[src/rtl/sync_hunt_unit.sv]
module sync_hunt_unit #(
  parameter int CHAR_W = 8,
  parameter logic [CHAR_W-1:0] FLAG_CODE = 8'h7E
) (
  input  logic                rx_clk,
  input  logic                rst_n,
  input  logic                rx_data,
  input  logic [2:0]          mode,
  input  logic [2*CHAR_W-1:0] sync_pattern,
  input  logic                hunt_req,
  input  logic                sync_in_n,
  output logic                sync_out_n,
  output logic                sync_oe,
  output logic                hunt_status,
  output logic                char_start
);
  localparam int PAT_W = 2 * CHAR_W;
  localparam int CNT_W = $clog2(PAT_W + 1);
  localparam logic [2:0] M_EXT  = 3'd1;
  localparam logic [2:0] M_MONO = 3'd2;
  localparam logic [2:0] M_BI   = 3'd3;
  localparam logic [2:0] M_FLAG = 3'd4;

  logic [PAT_W-1:0] shreg;
  logic [CNT_W-1:0] fill;
  logic             pin_s, pin_p, hunt_q;

  wire is_ext   = (mode == M_EXT);
  wire is_mono  = (mode == M_MONO);
  wire is_bi    = (mode == M_BI);
  wire is_flag  = (mode == M_FLAG);
  wire internal = is_mono | is_bi | is_flag;

  wire have_char = fill >= CNT_W'(CHAR_W);
  wire have_pair = fill == CNT_W'(PAT_W);
  wire [CHAR_W-1:0] last_char = shreg[PAT_W-1 -: CHAR_W];

  wire match = (is_mono & have_char & (last_char == sync_pattern[CHAR_W-1:0]))
             | (is_bi   & have_pair & (shreg == sync_pattern))
             | (is_flag & have_char & (last_char == FLAG_CODE));

  wire ext_event = is_ext & hunt_q & pin_s & ~pin_p;

  assign char_start  = ext_event | (internal & hunt_q & match);
  assign sync_oe     = internal;
  assign sync_out_n  = ~(internal & match);
  assign hunt_status = hunt_q;

  always_ff @(posedge rx_clk or negedge rst_n) begin
    if (!rst_n) begin
      shreg  <= '0;
      fill   <= '0;
      pin_s  <= 1'b0;
      pin_p  <= 1'b0;
      hunt_q <= 1'b1;
    end else begin
      shreg <= {rx_data, shreg[PAT_W-1:1]};
      if (fill != CNT_W'(PAT_W)) fill <= fill + 1'b1;
      pin_s <= ~sync_in_n;
      pin_p <= pin_s;
      if (!(internal | is_ext)) hunt_q <= ~sync_in_n;
      else if (hunt_req)        hunt_q <= 1'b1;
      else if (char_start)      hunt_q <= 1'b0;
    end
  end
endmodule


[config.mk]
export PLATFORM = sky130hd
export DESIGN_NAME = sync_hunt_unit
export DESIGN_NICKNAME = d
export VERILOG_FILES = /design/src/rtl/sync_hunt_unit.sv
export SDC_FILE = /design/constraint.sdc
export NUM_CORES = 1
export LEC_CHECK = 0
export ABC_AREA = 1
export BUFFER_PORTS_ARGS = -buffer_cell sky130_fd_sc_hd__buf_2
export CORE_MARGIN = 5
export CORE_UTILIZATION = 50
export CTS_CLUSTER_DIAMETER = 30
export CTS_CLUSTER_SIZE = 20
export DETAILED_ROUTE_END_ITERATION = 7
export PLACE_DENSITY = 0.74
export RECOVER_POWER = 50
export SLEW_MARGIN = 10
export SYNTH_ARGS = -nofsm -noshare
export SYNTH_HDL_FRONTEND = slang
export SYNTH_SLANG_ARGS = --single-unit
[constraint.sdc]
create_clock -name rx_clk -period 4.5 [get_ports rx_clk]
set_clock_uncertainty 0.15 [all_clocks]
set_input_delay 0.225 -clock rx_clk [delete_from_list [all_inputs] [get_ports rx_clk]]
set_output_delay 0.225 -clock rx_clk [all_outputs]
set_load 0.1 [all_outputs]
==> summary.txt <==
Global routing
  – Vias in the first global route: ~1100
  – Initial antenna violation count: 0
  – Global-route wire length before repair: 4.73 mm
  – GRT Overall Usage: roughly 17%
  – Largest net degree at the start of global routing: 25
  – GRT Residual Overflow: 0

Timing
  – Slew HR: 14.2%
  – Unrepaired setup endpoints after global routing: no
  – Actual slew at the worst max-slew pin: ~1300 ps
  – Setup violators final: 0
  – Setup WS post-layout: about 2000 ps
  – Final period util: approximately 57%
  – Slew Limit Fails: 0
  – Fin. Hold Viols: 0
  – Crit path time final: between 2000 and 3000 ps
  – Setup TNS: 0 ps
  – F_max: 393 MHz

Clock network
  – H-Tree Depth: 1
  – Clk_lat worst skew: ~310 ps
  – CTS Sinks: 24
  – Clock tree root driver cell: clkbuf_4
  – Post-cts gate resize count: 0
  – Clock Pin Slew Worst Setup and Hold Paths: 130 ps
  – Setup bufs post-CTS: 0
  – TritonCTS Buffers: 3
  – CTS tree: yes
  – Number of hold buffers added after cts: 3
  – Max clock buf depth: 2

Synth
  – #FFs+latches synth: 24
  – Synth cell count leaders: 59 x nand2_1, 37 x inv_1, 23 x dfrtp_1
  – Syn nets: a little over 200
  – Unique masters post-synth: 20
  – Synth Area per Inst: 7.30 sq um
  – Share of the synthesized area in the top cell type: approximately 44%
  – Post-Syn Area: around 1300 sq um
  – Synth Warn #: 0
  – Most numerous cell in the Yosys netlist: nand2_1
  – Top post-synthesis cells by area: dfrtp_1 44%, nand2_1 17%, inv_1 11%
  – Post-synthesis cell count: approximately 180
  – Main synth FF type: dfrtp_1
  – Async SR Flop Fraction: 100%
  – Area leader, netlist: dfrtp_1
  – Number of synthesized flops with an enable pin: 0
  – Sequential-to-total area share from yosys stat: a little under half

Drt
  – Initial DRT Pass Iterations: 4
  – Via count: about 1100
  – DRT met1 WL: 1.24 mm
  – Highest metal layer with signal wires: met4
  – Met2 WL: 1.33 mm
  – DRT iter0 DRCs: 49
  – Final wirelength: 2.77 mm
  – Post-DRT Antenna Nets: 0
  – Met3 wire length: between 150 and 200 um
  – Via/cell ratio: roughly 4.7
  – Routed WL per cell: roughly 11 um
  – DRC: 0

Hold path
  – Hold path cells: 5
  – Worst min path class: input pin to register

Worst setup path
  – Worst r2r path cells: 13
  – Worst EP required: ~4100 ps
  – Kind of critical path: register to primary output
  – Critical path capture point type: primary output
  – Crit Path Max Fanout: 4
  – WP data arrival: between 2000 and 2500 ps
  – Kind of start point of the critical path: register

Place
  – Hpwl dp: between 2 and 2.5 mm
  – DP Worst Slack: between 2000 and 2500 ps
  – IO buf count: 27
  – Gpl congestion: around 0.83

Floorplanning
  – Row count: 18
  – Die Wd: between 60 and 70 um
  – Initial core utilization: 52.3%
  – Die area: approximately 3700 sq um
  – Placeable Area: between 2000 and 2500 sq um
  – IO Pins: 28
  – Die H: 61.1 um

Power
  – Pwr/cell area: between 200 and 300 nW/um^2
  – Max IR drop VDD: 206 uV
  – Leak: about 0.9 nW

Finish
  – Share of cells above drive strength 1: 17.8%
  – N_diodes: 0
  – Total Nets Final: 240
  – Fillers: 230
  – Synth-to-Final Area Change: 18.2%

Run status
  – Status: finished, final reports clean

Flow run
  – MaxCap Viol Count: 0
[path summary, 6_finish.rpt]
path,startpoint,end,slack (ps)
min reg2reg,pin_s$_DFF_PN0_,pin_p$_DFF_PN0_,250
min,hunt_req,hunt_status$_DFFE_PN1P_,80
max reg2reg,fill[0]$_DFFE_PN0P_,hunt_status$_DFFE_PN1P_,2780
min in group asynchronous,rst_n,fill[3]$_DFFE_PN0P_,570
max in group asynchronous,rst_n,shreg[11]$_DFF_PN0_,2880
max,fill[0]$_DFFE_PN0P_,char_start,1950
[logic make-up after synthesis]
family / Yosys count / share of synthesized area (%)
AND/OR/NAND/NOR: 99 / 31.9
buffers and inverters: 38 / 10.9
flip-flops: 24 / 46.0
XOR/XNOR: 11 / 7.37
AO/OA/AOI/OAI: 5 / 1.91
adder cells (fa/ha/maj): 2 / 1.91
[cell usage in the layout, fill, tap and decap left out, drive strengths merged, types with 2 or more instances in the layout]
cell type,count
o21ai,3
dlygate4sd3,3
xnor2,6
nor3,2
clkbuf,5
dfrtp,23
ha,2
buf,26
xor2,5
nand3,8
nand4,3
or2,2
nand2,60
inv,38
a21oi,2
nor2,24
[report_power, final]
part | switching (mW) | internal [mW] | leakage (nW) | total (mW)
Sequential | 0.00912 | 0.226 | 0.285 | 0.235
Combinational | 0.0482 | 0.0266 | 0.594 | 0.0748
Clock | 0.0628 | 0.0493 | 0.0210 | 0.112
[layer usage]
layer | vias to the layer above | global-route usage (%)
met5 | - | 0
met4 | 0 | 5.57
met3 | 4 | 2.94
met2 | 27 | 29.0
met1 | 514 | 21.8
li1 | 592 | -
[flip-flops by register name, summed over array words and instances (netlist names)]
register     flops
pin_s            1
pin_p            1
fill             5
hunt_status      1
shreg           16
[worst max-delay path: stages (launching register included)]
cell     delay (ps)
dfrtp_1         440
inv_1            80
ha_1            140
inv_1            40
nor2_2          100
nand2_2         100
nor2_2           90
nand2_1          60
nor2_2           70
nand3_1          60
nand2_1         100
nand2_1          90
nand2_1          70
buf_2           420
[metrics by stage]
stage               area, sq um  instances  power, mW  util, %  hold WS (ps)
floorplan                  1310        179      0.284        -          -221
global placement           1480        236      0.309     59.2          80.2
detailed placement         1480        236      0.311     59.2          88.1
CTS                        1550        243      0.426     61.9          75.8
global route               1550        243      0.447     61.8           106
finish                     1550        243      0.422     61.8          83.8
[final cells by class]
class | count | area, sq um | area share (%)
well taps | 30 | 37.5 | 2.43
multi-input cells | 117 | 563 | 36.4
clock buffers | 4 | 36.3 | 2.35
repair buffers | 30 | 164 | 10.6
inverters | 38 | 143 | 9.23
flip-flops and latches | 24 | 602 | 38.9
Power figures use the tool's default switching activity.
